## src/rtl/strfmt_pkg.sv

```systemverilog
`timescale 1ns/1ps
package strfmt_pkg;

  localparam int CHAR_W = 8;
  localparam int LEN_W  = 5;
  localparam int OFF_W  = 5;

  typedef enum logic [2:0] {
    K_TEXT  = 3'd0,
    K_HEXLO = 3'd1,
    K_HEXUP = 3'd2,
    K_DEC   = 3'd3,
    K_OCT   = 3'd4,
    K_BIN   = 3'd5
  } kind_e;

  typedef struct packed {
    kind_e              kind;
    logic [LEN_W-1:0]   len;
    logic [OFF_W-1:0]   toff;
  } seg_t;

  localparam int SEG_COUNT = 11;
  localparam int TEXT_LEN  = 31;
  // all constant text pieces back to back; a text segment points into it
  localparam logic [CHAR_W*TEXT_LEN-1:0] TEXT_ROM = "hex 0x, dec , HEX , oct , bin .";

  function automatic seg_t mk_seg(input kind_e k, input int l, input int o);
    seg_t s;
    s.kind = k;
    s.len  = LEN_W'(l);
    s.toff = OFF_W'(o);
    return s;
  endfunction

  // format layout, emitted in index order
  function automatic seg_t seg_at(input int idx);
    case (idx)
      0:       return mk_seg(K_TEXT,  6, 0);
      1:       return mk_seg(K_HEXLO, 8, 0);
      2:       return mk_seg(K_TEXT,  6, 6);
      3:       return mk_seg(K_DEC,  10, 0);
      4:       return mk_seg(K_TEXT,  6, 12);
      5:       return mk_seg(K_HEXUP, 8, 0);
      6:       return mk_seg(K_TEXT,  6, 18);
      7:       return mk_seg(K_OCT,  11, 0);
      8:       return mk_seg(K_TEXT,  6, 24);
      9:       return mk_seg(K_BIN,   8, 0);
      default: return mk_seg(K_TEXT,  1, 30);
    endcase
  endfunction

  function automatic int bits_per_digit(input kind_e k);
    case (k)
      K_HEXLO, K_HEXUP, K_DEC: return 4;
      K_OCT:                   return 3;
      K_BIN:                   return 1;
      default:                 return 0;
    endcase
  endfunction

  function automatic int total_chars();
    int n = 0;
    for (int i = 0; i < SEG_COUNT; i++) n += int'(seg_at(i).len);
    return n;
  endfunction

  // widest slice of the raw value that any non-decimal field reads
  function automatic int max_field_bits();
    int m = 0;
    for (int i = 0; i < SEG_COUNT; i++) begin
      seg_t s = seg_at(i);
      if (s.kind != K_DEC && int'(s.len) * bits_per_digit(s.kind) > m)
        m = int'(s.len) * bits_per_digit(s.kind);
    end
    return m;
  endfunction

  localparam int TOTAL_CHARS = total_chars();

endpackage

```

## src/rtl/strfmt_bcd.sv

```systemverilog
`timescale 1ns/1ps
module strfmt_bcd #(
  parameter int VAL_W  = 32,
  parameter int DIGITS = 10
) (
  input  logic               clk,
  input  logic               rst_n,
  input  logic               start,
  input  logic [VAL_W-1:0]   bin_in,
  output logic               busy,
  output logic [4*DIGITS-1:0] bcd_out
);
  localparam int BCD_W = 4 * DIGITS;
  localparam int CNT_W = $clog2(VAL_W + 1);

  logic [VAL_W-1:0] bin_q;
  logic [BCD_W-1:0] bcd_q;
  logic [BCD_W-1:0] adj;
  logic [CNT_W-1:0] cnt_q;

  // add-3 correction of every decade before the next shift
  for (genvar g = 0; g < DIGITS; g++) begin : g_adj
    assign adj[4*g +: 4] = (bcd_q[4*g +: 4] >= 4'd5) ? bcd_q[4*g +: 4] + 4'd3
                                                     : bcd_q[4*g +: 4];
  end

  always_ff @(posedge clk) begin
    if (!rst_n) begin
      bin_q <= '0;
      bcd_q <= '0;
      cnt_q <= '0;
    end else if (start) begin
      bin_q <= bin_in;
      bcd_q <= '0;
      cnt_q <= CNT_W'(VAL_W);
    end else if (cnt_q != '0) begin
      bcd_q <= BCD_W'({adj, bin_q[VAL_W-1]});
      bin_q <= bin_q << 1;
      cnt_q <= cnt_q - 1'b1;
    end
  end

  assign busy    = (cnt_q != '0);
  assign bcd_out = bcd_q;
endmodule

```

## src/rtl/strfmt_walker.sv

```systemverilog
`timescale 1ns/1ps
module strfmt_walker
  import strfmt_pkg::*;
#(
  parameter int SEG_IDX_W = $clog2(SEG_COUNT)
) (
  input  logic                 clk,
  input  logic                 rst_n,
  input  logic                 start,
  input  logic                 step,
  output logic                 active,
  output seg_t                 cur_seg,
  output logic [LEN_W-1:0]     pos,
  output logic                 final_char
);
  logic [SEG_IDX_W-1:0] seg_idx;
  logic                 at_end;
  logic                 last_seg;

  assign cur_seg    = seg_at(int'(seg_idx));
  assign at_end     = (pos == cur_seg.len - LEN_W'(1));
  assign last_seg   = (seg_idx == SEG_IDX_W'(SEG_COUNT - 1));
  assign final_char = active && at_end && last_seg;

  always_ff @(posedge clk) begin
    if (!rst_n) begin
      active  <= 1'b0;
      seg_idx <= '0;
      pos     <= '0;
    end else if (start) begin
      active  <= 1'b1;
      seg_idx <= '0;
      pos     <= '0;
    end else if (active && step) begin
      if (at_end) begin
        pos <= '0;
        if (last_seg) active  <= 1'b0;
        else          seg_idx <= seg_idx + 1'b1;
      end else begin
        pos <= pos + 1'b1;
      end
    end
  end
endmodule

```

## src/rtl/strfmt_glyph.sv

```systemverilog
`timescale 1ns/1ps
module strfmt_glyph
  import strfmt_pkg::*;
(
  input  kind_e              kind,
  input  logic [3:0]         digit,
  input  logic [CHAR_W-1:0]  text_char,
  output logic [CHAR_W-1:0]  glyph
);
  logic [CHAR_W-1:0] dig_w;
  assign dig_w = {{(CHAR_W-4){1'b0}}, digit};

  always_comb begin
    case (kind)
      K_TEXT:  glyph = text_char;
      K_HEXUP: glyph = (digit < 4'd10) ? 8'h30 + dig_w : 8'h41 + dig_w - 8'd10;
      default: glyph = (digit < 4'd10) ? 8'h30 + dig_w : 8'h61 + dig_w - 8'd10;
    endcase
  end
endmodule

```

## src/rtl/strfmt_emitter.sv

```systemverilog
`timescale 1ns/1ps
module strfmt_emitter
  import strfmt_pkg::*;
#(
  parameter int VAL_W = 32
) (
  input  logic              clk,
  input  logic              rst_n,
  input  logic              in_valid,
  output logic              in_ready,
  input  logic [VAL_W-1:0]  in_data,
  output logic              out_valid,
  input  logic              out_ready,
  output logic [7:0]        out_data,
  output logic              out_last
);
  localparam int BCD_DIGITS = (VAL_W * 30103) / 100000 + 1;
  localparam int FIELD_W    = max_field_bits();
  localparam int EXT_W      = (FIELD_W > VAL_W) ? FIELD_W : VAL_W;

  logic                    accept;
  logic                    step;
  logic                    active;
  logic                    final_char;
  logic                    bcd_busy;
  logic [VAL_W-1:0]        val_q;
  logic [EXT_W-1:0]        val_ext;
  logic [4*BCD_DIGITS-1:0] bcd_val;
  seg_t                    cur;
  logic [LEN_W-1:0]        pos;
  logic [3:0]              digit;
  logic [CHAR_W-1:0]       text_char;
  int                      dpos;

  assign in_ready = !active;
  assign accept   = in_valid && in_ready;

  always_ff @(posedge clk) begin
    if (!rst_n)      val_q <= '0;
    else if (accept) val_q <= in_data;
  end
  assign val_ext = EXT_W'(val_q);

  strfmt_bcd #(.VAL_W(VAL_W), .DIGITS(BCD_DIGITS)) u_bcd (
    .clk     (clk),
    .rst_n   (rst_n),
    .start   (accept),
    .bin_in  (in_data),
    .busy    (bcd_busy),
    .bcd_out (bcd_val)
  );

  strfmt_walker u_walk (
    .clk        (clk),
    .rst_n      (rst_n),
    .start      (accept),
    .step       (step),
    .active     (active),
    .cur_seg    (cur),
    .pos        (pos),
    .final_char (final_char)
  );

  // digit picked most significant first: position 0 is the top slice
  always_comb begin
    dpos      = int'(cur.len) - 1 - int'(pos);
    digit     = '0;
    text_char = '0;
    case (cur.kind)
      K_DEC:            digit = 4'(bcd_val >> (4 * dpos));
      K_HEXLO, K_HEXUP: digit = 4'(val_ext >> (4 * dpos));
      K_OCT:            digit = {1'b0, 3'(val_ext >> (3 * dpos))};
      K_BIN:            digit = {3'b000, 1'(val_ext >> dpos)};
      default:          text_char = CHAR_W'(TEXT_ROM >>
                          (CHAR_W * (TEXT_LEN - 1 - (int'(cur.toff) + int'(pos)))));
    endcase
  end

  strfmt_glyph u_glyph (
    .kind      (cur.kind),
    .digit     (digit),
    .text_char (text_char),
    .glyph     (out_data)
  );

  assign out_valid = active && !(cur.kind == K_DEC && bcd_busy);
  assign out_last  = final_char;
  assign step      = out_valid && out_ready;
endmodule

```

## config.mk

```make
export PLATFORM = sky130hd
export DESIGN_NAME = strfmt_emitter
export DESIGN_NICKNAME = d
export VERILOG_FILES = /design/src/rtl/strfmt_pkg.sv /design/src/rtl/strfmt_bcd.sv /design/src/rtl/strfmt_walker.sv /design/src/rtl/strfmt_glyph.sv /design/src/rtl/strfmt_emitter.sv
export SDC_FILE = /design/constraint.sdc
export NUM_CORES = 1
export LEC_CHECK = 0
export ABC_AREA = 1
export CORE_UTILIZATION = 50
export CTS_CLUSTER_DIAMETER = 50
export DETAILED_ROUTE_END_ITERATION = 8
export DONT_BUFFER_PORTS = 1
export HOLD_SLACK_MARGIN = 0.03
export PLACE_DENSITY_LB_ADDON = 0.15
export SLEW_MARGIN = 20
export SYNTH_ARGS = -nofsm -noshare
export SYNTH_HDL_FRONTEND = slang
export SYNTH_SLANG_ARGS = --single-unit
```

## constraint.sdc

```tcl
create_clock -name clk -period 4.3 [get_ports clk]
set_clock_uncertainty 0.1 [all_clocks]
set_input_delay 0.215 -clock clk [delete_from_list [all_inputs] [get_ports clk]]
set_output_delay 0.215 -clock clk [all_outputs]
set_load 0.005 [all_outputs]
```

=== Word-level counts from Yosys, hierarchy flattened ===
Memories as Yosys holds them, arrays and structs flattened. A register that Yosys moved wholly into a read port is not among the register bits.
Cells that the tools add are included.

* Add/subtract/negate cells: 23
* $lt $le $gt $ge: 11
* Shift-type cells: 5
* Muxes and demuxes: 26
* Bitwise logic cells: 2
* Reductions and logical operators: 20
* Eq/ne operators: 7
* Multiply operators: 1

{| class="wikitable"
|+ Operators by type and width
! cell !! count
|-
| 247-bit by 32-bit >> shifter with 8-bit output, first input constant || 1
|-
| 32-bit two-way mux || 2
|-
| 4-bit two-way mux || 11
|-
| 4-bit by 3-bit >= comparator with 1-bit output, second input constant || 10
|-
| 40-bit by 32-bit >> shifter with 4-bit output || 1
|-
| 4-bit by 2-bit adder with 4-bit output, second input constant || 9
|-
| 32-bit by 32-bit >> shifter with 1-bit output || 1
|-
| 32-bit by 32-bit >> shifter with 3-bit output || 1
|-
| 32-bit by 32-bit >> shifter with 4-bit output || 1
|-
| 8-bit two-way mux || 3
|-
| 7-bit by 4-bit adder with 8-bit output, first input constant || 2
|-
| 4-bit one-hot mux with 4 select lines || 1
|-
| 8-bit one-hot mux with 2 select lines || 1
|-
| 8-bit by 4-bit subtractor with 8-bit output, second input constant || 2
|-
| 6-bit two-way mux || 2
|-
| 3-bit by 7-bit multiplier with 10-bit output, first input constant || 1
|-
| 2-bit nonzero test || 4
|-
| 6-bit by 4-bit adder with 7-bit output, first input constant || 1
|-
| 1-bit logical AND || 7
|-
| 5-bit by 6-bit subtractor with 7-bit output, first input constant || 1
|-
| 6-bit by 6-bit subtractor with 7-bit output || 1
|-
| 5-bit by 5-bit adder with 6-bit output || 1
|-
| 3-bit by 2-bit equality test with 1-bit output, second input constant || 2
|-
| 3-bit equality test, second input constant || 2
|-
| other kinds (20) || 27
|}

* Input port bits: 36
* ROM bits: 176
* Output and inout port bits: 11
* Memories: 1
* Logic and storage cells: 104
* Flip-flop bits (word level): 120

{| class="wikitable"
|+ Memory list
! name !! depth !! width !! rd ports !! clocked after memory_dff !! wr ports !! RTL line !! source
|-
| (name not given) || 16 || 11 || 1 || 1 || 0 || strfmt_pkg.sv:38 || <nowiki>case (idx)</nowiki>
|}

=== Longest topological paths before layout ===
Gate-level depths: netlist of the first run.

* Depth after elaboration: 9
* Mapped depth: 38
* Mapped depth without buffers: 38

=== Modules after synthesis ===
Synthesis of the first run repeated with hierarchy kept, for this count alone.

* Cells, all modules: 1577
* Area, all modules: 9830.7 um2

{| class="wikitable"
|+ By module, submodules not included
! module !! area an instance (um2) !! times used !! cells an instance
|-
| strfmt_bcd || 4276.6 || 1 || 642
|-
| strfmt_emitter || 4108.9 || 1 || 716
|-
| strfmt_walker || 1208.7 || 1 || 168
|-
| strfmt_glyph || 236.5 || 1 || 51
|}

=== Worst setup path before layout of the first run ===
OpenSTA, ideal clock, no wires.

* Path type: register -> output
* Start: register u_walk.cur_seg[5] (netlist name)
* End: output port out_data[4]
* Setup slack: -0.161 ns
* Required time: 3.985 ns
* Data arrival time: 4.146 ns
* Buffers on the path: 0
* Cell stages (with the launch flop): 31
* Cells stage by stage: dfxtp_1 -> inv_1 -> ha_1 -> xor2_1 -> ha_1 -> a21oi_1 -> nand2_2 -> xnor2_2 -> inv_2 -> ha_1 -> inv_1 -> fa_1 -> inv_1 -> nand3_1 -> nand2_1 -> nand2_1 -> nand2_1 -> nand3_1 -> nor2_4 -> nand2_2 -> o21ai_0 -> nand2_1 -> nor2_1 -> nor2_1 -> nand2_1 -> a21oi_2 -> ha_1 -> nand3_1 -> nand2_1 -> nand2_1 -> nand2_1

* Word-level cells in the longest chain between the ends: 9

{| class="wikitable"
|+ Ends and longest elaborated chain
! what !! RTL line !! source
|-
| 5-bit by 1-bit subtractor with 6-bit output (*) || strfmt_emitter.sv:66 || <nowiki>dpos = int'(cur.len) - 1 - int'(pos);</nowiki>
|-
| 6-bit by 6-bit subtractor with 7-bit output (*) || strfmt_emitter.sv:66 ||
|-
| 3-bit by 7-bit multiplier with 10-bit output || strfmt_emitter.sv:72 || <nowiki>K_OCT: digit = {1'b0, 3'(val_ext >> (3 * dpos))};</nowiki>
|-
| 32-bit by 32-bit >> shifter with 3-bit output || strfmt_emitter.sv:72 ||
|-
| 4-bit one-hot mux with 4 select lines (*) || strfmt_emitter.sv:69 || <nowiki>case (cur.kind)</nowiki>
|-
| 7-bit by 4-bit adder with 8-bit output (on tied branches) || strfmt_glyph.sv:17, strfmt_glyph.sv:16 ||
|-
| 8-bit by 4-bit subtractor with 8-bit output (on tied branches) || strfmt_glyph.sv:17, strfmt_glyph.sv:16 ||
|-
| 8-bit two-way mux (on tied branches) || strfmt_glyph.sv:17, strfmt_glyph.sv:16 ||
|-
| 8-bit one-hot mux with 2 select lines (*) || strfmt_glyph.sv:14 || <nowiki>case (kind)</nowiki>
|-
| end, declared || strfmt_emitter.sv:14 || <nowiki>output logic [7:0] out_data,</nowiki>
|}

Mark *: on every way between the ends. The rest lies on a longest branch, timed or not.

=== Worst setup path in the final report of the first run ===
* Start: register u_walk.cur_seg[6] (netlist name)
* End: output port out_data[2]

* Word-level cells in the longest chain between the ends: 9

{| class="wikitable"
|+ Ends and longest elaborated chain
! what !! RTL line
|-
| 5-bit by 1-bit subtractor with 6-bit output (*) || strfmt_emitter.sv:66
|-
| 6-bit by 6-bit subtractor with 7-bit output (*) || strfmt_emitter.sv:66
|-
| 3-bit by 7-bit multiplier with 10-bit output || strfmt_emitter.sv:72
|-
| 32-bit by 32-bit >> shifter with 3-bit output || strfmt_emitter.sv:72
|-
| 4-bit one-hot mux with 4 select lines (*) || strfmt_emitter.sv:69
|-
| 7-bit by 4-bit adder with 8-bit output (on tied branches) || strfmt_glyph.sv:17, strfmt_glyph.sv:16
|-
| 8-bit by 4-bit subtractor with 8-bit output (on tied branches) || strfmt_glyph.sv:17, strfmt_glyph.sv:16
|-
| 8-bit two-way mux (on tied branches) || strfmt_glyph.sv:17, strfmt_glyph.sv:16
|-
| 8-bit one-hot mux with 2 select lines (*) || strfmt_glyph.sv:14
|}

Marks and branches as above.

==> metrics.csv, run 1 <==
metric,value,unit
Vias/cell,5.666,
DRC Markers,0,
reg-to-reg setup timing slack,1.15,ns
core area,17300,um^2
number of global-route vias before repair,8262,
Synth Area in XOR/XNOR,2.549,%
largest net degree at the start of global routing,70,
Synth Area in Adders,7.943,%
Mapped Cells,1305,
min Tclk post-route,4.618,ns
Final WS setup,-0.3183,ns
RSZ-0062 raised after global routing,true,
Syn Std Cell Area,8885,um^2
detailed-route wire length,25810,um
Hold Path Class,input pin to register,
Seq pwr share,34.0,%
H-tree Lvls,4,
layout cells sized above 1,16.74,%
Max-Cap Viols,0,
mux cell area share after synthesis,0,%
post-detail-place hpwl,17770,um
area post-placement,9229,um^2
Max-slew headroom,32.82,%
Root Buffer,clkbuf_16,
Power Density,392.6,nW/um^2
sequential area share after synthesis,29.52,%
Total Neg Setup Slack,-1.757,ns
syn_area_per_cell,6.808,um^2
fin. max-slew vios,0,
syn nets,1395,
Avg WL per Cell,16.14,um
compound-gate portion of the synthesized area,21.31,%
I/O Buffers,0,
Clock Latency Late Sink,0.42,ns
die height,135.3,um
drt pass-1 iters,6,
Worst Path Required,3.98,ns
die area,18310,um^2
Worst Path Buf+Inv,9,
Initial Util,51.37,%
Net Sw Power,1.483,mW
overall overflow remaining after global route,0,
register clock-pin slew on the reported worst setup and hold paths,0.06,ns
Leak,4.582,nW
switching fraction of total power,35.13,%
Setup crit start kind,register,
Ant. Diodes,0,
"leading cell type in the layout, fill and taps excluded",nand2_1,
Internal Pwr Total,2.738,mW
Worst Hold End,u_bcd.cnt_q[5],
Final setup viols,7,
vias,9060,
Hold Path Stages,3,
"Design Area, Final",10750,um^2
Hold Path Origin,rst_n,
total CTS buffers,17,
peak supply drop,325.5,uV
clk buf depth,2,
Final Core Density,62.17,%
crit end category,output pin,
clock share of power,37.2,%
worst r2r src,u_walk.cur_seg[5],
number of cells after detailed placement,1519,
NumNets Final,1451,
Iteration-0 DRC Markers,692,
"Hold Vio Cnt, Final",0,
Worst Setup SP,u_walk.cur_seg[6],
antenna-violating nets left,0,
Max Clk Rate,216.5,MHz
Layout Cells excl Fill,1599,
CTS tree,built,
final worst-path cycle share,107.4,%
yosys warns,0,
most frequent cells in the layout,"257 x nand2_1, 153 x inv_1, 128 x dfxtp_1",
dpl ws,-0.1608,ns
gpl congestion,0.9983,
failing checks,negative setup slack,
combinational share of power,28.8,%
GRT Total Usage,28.59,%
largest family of logic cells by synthesized area,simple AND/OR/NAND/NOR gates,
CP max stage delay,0.40,ns
Worst path top cell family by delay,adder cells,
P&R area growth vs syn,21.03,%
first-pass GRT wire length,41240,um
worst hold slack,0.2511,ns
cell count of the worst reg-to-reg path,11,
IO Pins,47,
initial antenna violation count,0,
status,"complete, but fails checks",
"FF+latch count, synth",131,
Die Wd,135.3,um
WS Path Type,register to output pin,
library cells used by synthesis,58,
Worst-Margin Slew,1.007,ns
r2r endpoint,u_walk.cur_seg[2],
WP data arrival,4.30,ns
CP Max Fanout,5,
CP max stage cell,fa_2,
Sink Count,131,
Rows,48,
Tot Pwr,4.221,mW
Post-Synth Simple-Gate Area,27.02,%
worst register-to-register path: cells and delay by family (launching register included):
family / cells / cell delay [ns]
adders and majority gates: 1 / 0.32
and+or+nand+nor: 5 / 1.05
buffers and inverters: 3 / 0.69
xor gates and xnor gates: 1 / 0.27
AOI/OAI and AO/OA: 1 / 0.29
DFF: 1 / 0.32
how the worst max path moves through the flow:
stage	end	slack, ns	depth (start not counted)
after floorplan	out_data[4]	0.03	30
after detailed placement	out_data[4]	-0.16	33
after global routing	out_data[4]	-0.51	31
after CTS	out_data[4]	-0.32	30
after global placement	out_data[4]	-0.10	35
final	out_data[2]	-0.32	27
final cells by class:
class,count,area (um^2)
Multi-Input combinational cell,929,5663
Timing Repair Buffer,96,829.5
Tap cell,225,281.5
Clock inverter,11,173.9
Sequential cell,131,2629
Fill cell,1564,6544
Inverter,186,715.7
Clock buffer,21,460.4
routing by layer:
metal / wire [um] / up-vias / track usage (%)
li1: - / 4541 / -
met3: 1468 / 56 / 5.088
met1: 11660 / 4202 / 37.99
met4: 665 / 0 / 11.49
met2: 12020 / 261 / 45.67
met5: 0 / - / 0
synth_stat cells (all sizes together):
cell | count | area share (%)
nand2 | 284 | 12
inv | 180 | 7.7
dfxtp | 131 | 30
nand3 | 121 | 7.1
o21ai | 111 | 6.4
a21oi | 79 | 4.6
nor2 | 64 | 3.0
o22ai | 52 | 3.7
ha | 50 | 7.0
a31oi | 47 | 3.5
clkbuf | 42 | 2.2
nand4 | 28 | 2.2
buf | 17 | 1.5
xor2 | 17 | 2.0
o211ai | 15 | 1.3
or2 | 13 | 0.92
nor3 | 11 | 0.68
clkinv | 6 | 0.27
o221ai | 5 | 0.49
o31ai | 5 | 0.48
xnor2 | 5 | 0.58
fa | 4 | 0.90
nor3b | 4 | 0.34
o2111ai | 4 | 0.39
a211oi | 3 | 0.25
nand3b | 2 | 0.17
nor4 | 2 | 0.21
a221oi | 1 | 0.099
a22oi | 1 | 0.085
conb | 1 | 0.042
power groups by stage:
stage	logic, mW	clock network, mW	registers, mW
floorplan	0.872	0	1.44
global placement	1.14	0	1.46
detailed placement	1.16	0	1.46
finish	1.22	1.57	1.44
global route	1.35	1.64	1.45
CTS	1.20	1.59	1.43
registers in the layout (all words and copies together), names as in the netlist:
signal	flops
u_walk.pos	5
val_q	32
u_bcd.bcd_out	40
u_bcd.cnt_q	6
u_bcd.bin_q	32
u_walk.active	1
u_walk.seg_idx	4
u_walk.cur_seg	11
kinds of logic (layout without fill, tap and decap cells):
kind of cell,Yosys count,count (layout)
adder cells (fa/ha/maj),54,54
AO/OA/AOI/OAI,323,323
buffers and inverters,245,314
flip-flops,131,131
XOR/XNOR,22,22
AND/OR/NAND/NOR,529,529
other,1,1
repair_timing:
action                                 CTS  global route
hold buffers                            36             0
pin swaps                               36            28
gates cloned                             0             0
setup buffers                            5             8
setup endpoints to repair                7             7
resized for setup                       48            55
endpoints found under the hold margin   68             0
(Power assumes the default switching activity.)
==> inputs of run 2 (changes only) <==
CELL_PAD_IN_SITES_DETAIL_PLACEMENT = 0   (was default)
CELL_PAD_IN_SITES_GLOBAL_PLACEMENT = 1   (was default)
CORE_UTILIZATION = 42   (was 50)
==> run 2 against run 1 <==
Against the previous run:
- the flow still finishes with violations (negative setup slack)
- die area grew 19%
- clock power grew 3%
- sequential power is essentially flat
- first-iteration DRC count shrank 16%
- combinational power is essentially flat
- global-route usage shrank 3.5 points
- utilization shrank 9.7 points
- flip-flop and latch count is the same
==> metrics.csv, run 2 (synthesis results as in run 1) <==
metric,value,unit,change
status,"complete, but fails checks",,unchanged
failing checks,negative setup slack,,unchanged
Final Core Density,52.42,%,was 62.17%
Leak,4.569,nW,was 4.582 nW
core area,20490,um^2,was 17300 um^2
Worst Path Buf+Inv,10,,was 9
vias,8973,,was 9060
GRT Total Usage,25.07,%,was 28.59%
Most Crowded Layer GR,met2,,unchanged
number of cells after detailed placement,1560,,was 1519
post-detail-place hpwl,19170,um,was 17770 um
met1 GRT Util,33.92,%,was 37.99%
Max-slew headroom,32.08,%,was 32.82%
Worst Hold End,val_q[2],,was u_bcd.cnt_q[5]
Hold Path Stages,5,,was 3
overall overflow remaining after global route,0,,unchanged
largest net degree at the start of global routing,70,,unchanged
worst hold slack,0.1776,ns,was 0.2511 ns
CP Max Fanout,4,,was 5
die height,147.4,um,was 135.3 um
met3 Usage GRT,4.259,%,was 5.088%
initial antenna violation count,0,,unchanged
Hold Path Origin,rst_n,,unchanged
layout cells sized above 1,15.75,%,was 16.74%
RSZ-0062 raised after global routing,true,,unchanged
die area,21740,um^2,was 18310 um^2
drt pass-1 iters,5,,was 6
Final setup viols,7,,unchanged
peak supply drop,260.5,uV,was 325.5 uV
DRC Markers,0,,unchanged
register clock-pin slew on the reported worst setup and hold paths,0.06,ns,about the same
"Hold Vio Cnt, Final",0,,unchanged
IO Pins,47,,unchanged
grt met2 use,40.71,%,was 45.67%
CP max stage delay,0.39,ns,was 0.40 ns
Vias/cell,5.488,,was 5.666
Die Wd,147.4,um,was 135.3 um
I/O Buffers,0,,unchanged
crit end category,output pin,,unchanged
Root Buffer,clkbuf_16,,unchanged
Layout Cells excl Fill,1635,,was 1599
WP data arrival,4.33,ns,was 4.30 ns
Largest register FFs,40,,unchanged
CP max stage cell,fa_2,,unchanged
Max Clk Rate,215.5,MHz,was 216.5 MHz
total CTS buffers,17,,unchanged
Sink Count,131,,unchanged
Final WS setup,-0.3401,ns,was -0.3183 ns
first-pass GRT wire length,43280,um,was 41240 um
Power Density,399.2,nW/um^2,was 392.6 nW/um^2
fin. max-slew vios,0,,unchanged
Worst Path Required,3.98,ns,about the same
worst r2r src,u_walk.cur_seg[5],,unchanged
antenna-violating nets left,0,,unchanged
most frequent cell on the critical path,ha_4,,
area post-placement,9255,um^2,was 9229 um^2
min Tclk post-route,4.640,ns,was 4.618 ns
Clock Latency Late Sink,0.42,ns,about the same
CTS tree,built,,unchanged
Iteration-0 DRC Markers,580,,was 692
reg-to-reg setup timing slack,1.15,ns,about the same
final worst-path cycle share,107.9,%,was 107.4%
Hold Path Class,input pin to register,,unchanged
most frequent cells in the layout,"257 x nand2_1, 158 x inv_1, 128 x dfxtp_1",,"was 257 x nand2_1, 153 x inv_1, 128 x dfxtp_1"
Setup crit start kind,register,,unchanged
Rows,52,,was 48
"leading cell type in the layout, fill and taps excluded",nand2_1,,unchanged
gpl congestion,0.8970,,was 0.9983
P&R area growth vs syn,20.93,%,was 21.03%
Fillers,2058,,was 1564
WS Path Type,register to output pin,,unchanged
H-tree Lvls,4,,unchanged
number of global-route vias before repair,8247,,was 8262
NumNets Final,1443,,was 1451
"Design Area, Final",10740,um^2,was 10750 um^2
area of the multi-input gates,5649,um^2,was 5663 um^2
register area,2629,um^2,unchanged
Ant. Diodes,0,,unchanged
detailed-route wire length,26770,um,was 25810 um
Avg WL per Cell,16.38,um,was 16.14 um
Max-Cap Viols,0,,unchanged
Worst path top cell family by delay,adder cells,,unchanged
Initial Util,43.35,%,was 51.37%
clk buf depth,2,,unchanged
Worst-Margin Slew,1.018,ns,was 1.007 ns
r2r endpoint,u_walk.cur_seg[11],,was u_walk.cur_seg[2]
cell count of the worst reg-to-reg path,11,,unchanged
run 2: routing by layer:
metal / vias to the layer above / wire [um]
met5: - / 0
li1: 4521 / -
met2: 239 / 12320
met3: 27 / 1245
met1: 4186 / 12720
met4: 0 / 494
run 2: power by group:
part | leakage [nW] | internal [mW] | switching, mW
sequential | 1.07 | 1.35 | 0.0895
clock | 0.317 | 1.06 | 0.558
combinational | 3.18 | 0.381 | 0.848
run 2: cell type report:
cell class | count | area share (%)
timing repair buffer | 88 | 7.034
tap | 270 | 3.144
clock buffer | 20 | 4.251
inverter | 186 | 6.650
clock inverter | 11 | 1.875
sequential | 131 | 24.47
multi-input combinational | 929 | 52.58
run 2: worst max path at each step:
stage	startpoint	to	slack, ns	depth (start not counted)
5_1_grt	u_walk.cur_seg[7]	out_data[4]	-0.60	30
3_5_place_dp	u_walk.cur_seg[5]	out_data[4]	-0.17	32
3_3_place_gp	u_walk.cur_seg[5]	out_data[4]	-0.09	35
6_report	u_walk.cur_seg[6]	out_data[2]	-0.34	28
4_1_cts	u_walk.cur_seg[6]	out_data[1]	-0.37	34
2_1_floorplan	u_walk.cur_seg[5]	out_data[4]	0.03	30
run 2: timing repair:
action | in CTS | in global routing
endpoints found under the setup margin | 7 | 7
resized for setup | 56 | 36
hold endpoints to repair | 67 | 0
hold buffers | 35 | 0
buffers inserted | 7 | 2
pin swaps | 38 | 27
run 2: through the flow:
step / TNS [ns] / total power [mW] / setup WS, ns
floorplan: 0 / 2.311 / 0.02538
global placement: -0.2819 / 2.644 / -0.08762
detailed placement: -0.6607 / 2.646 / -0.1748
CTS: -2.131 / 4.310 / -0.3746
global route: -3.727 / 4.528 / -0.6006
finish: -2.006 / 4.289 / -0.3401
run 2: worst min-delay path: cells and delay by family:
kind	cells	cell delay (ns)
buf+inv	2	0.24
simple gates	2	0.12
compound gates	1	0.06
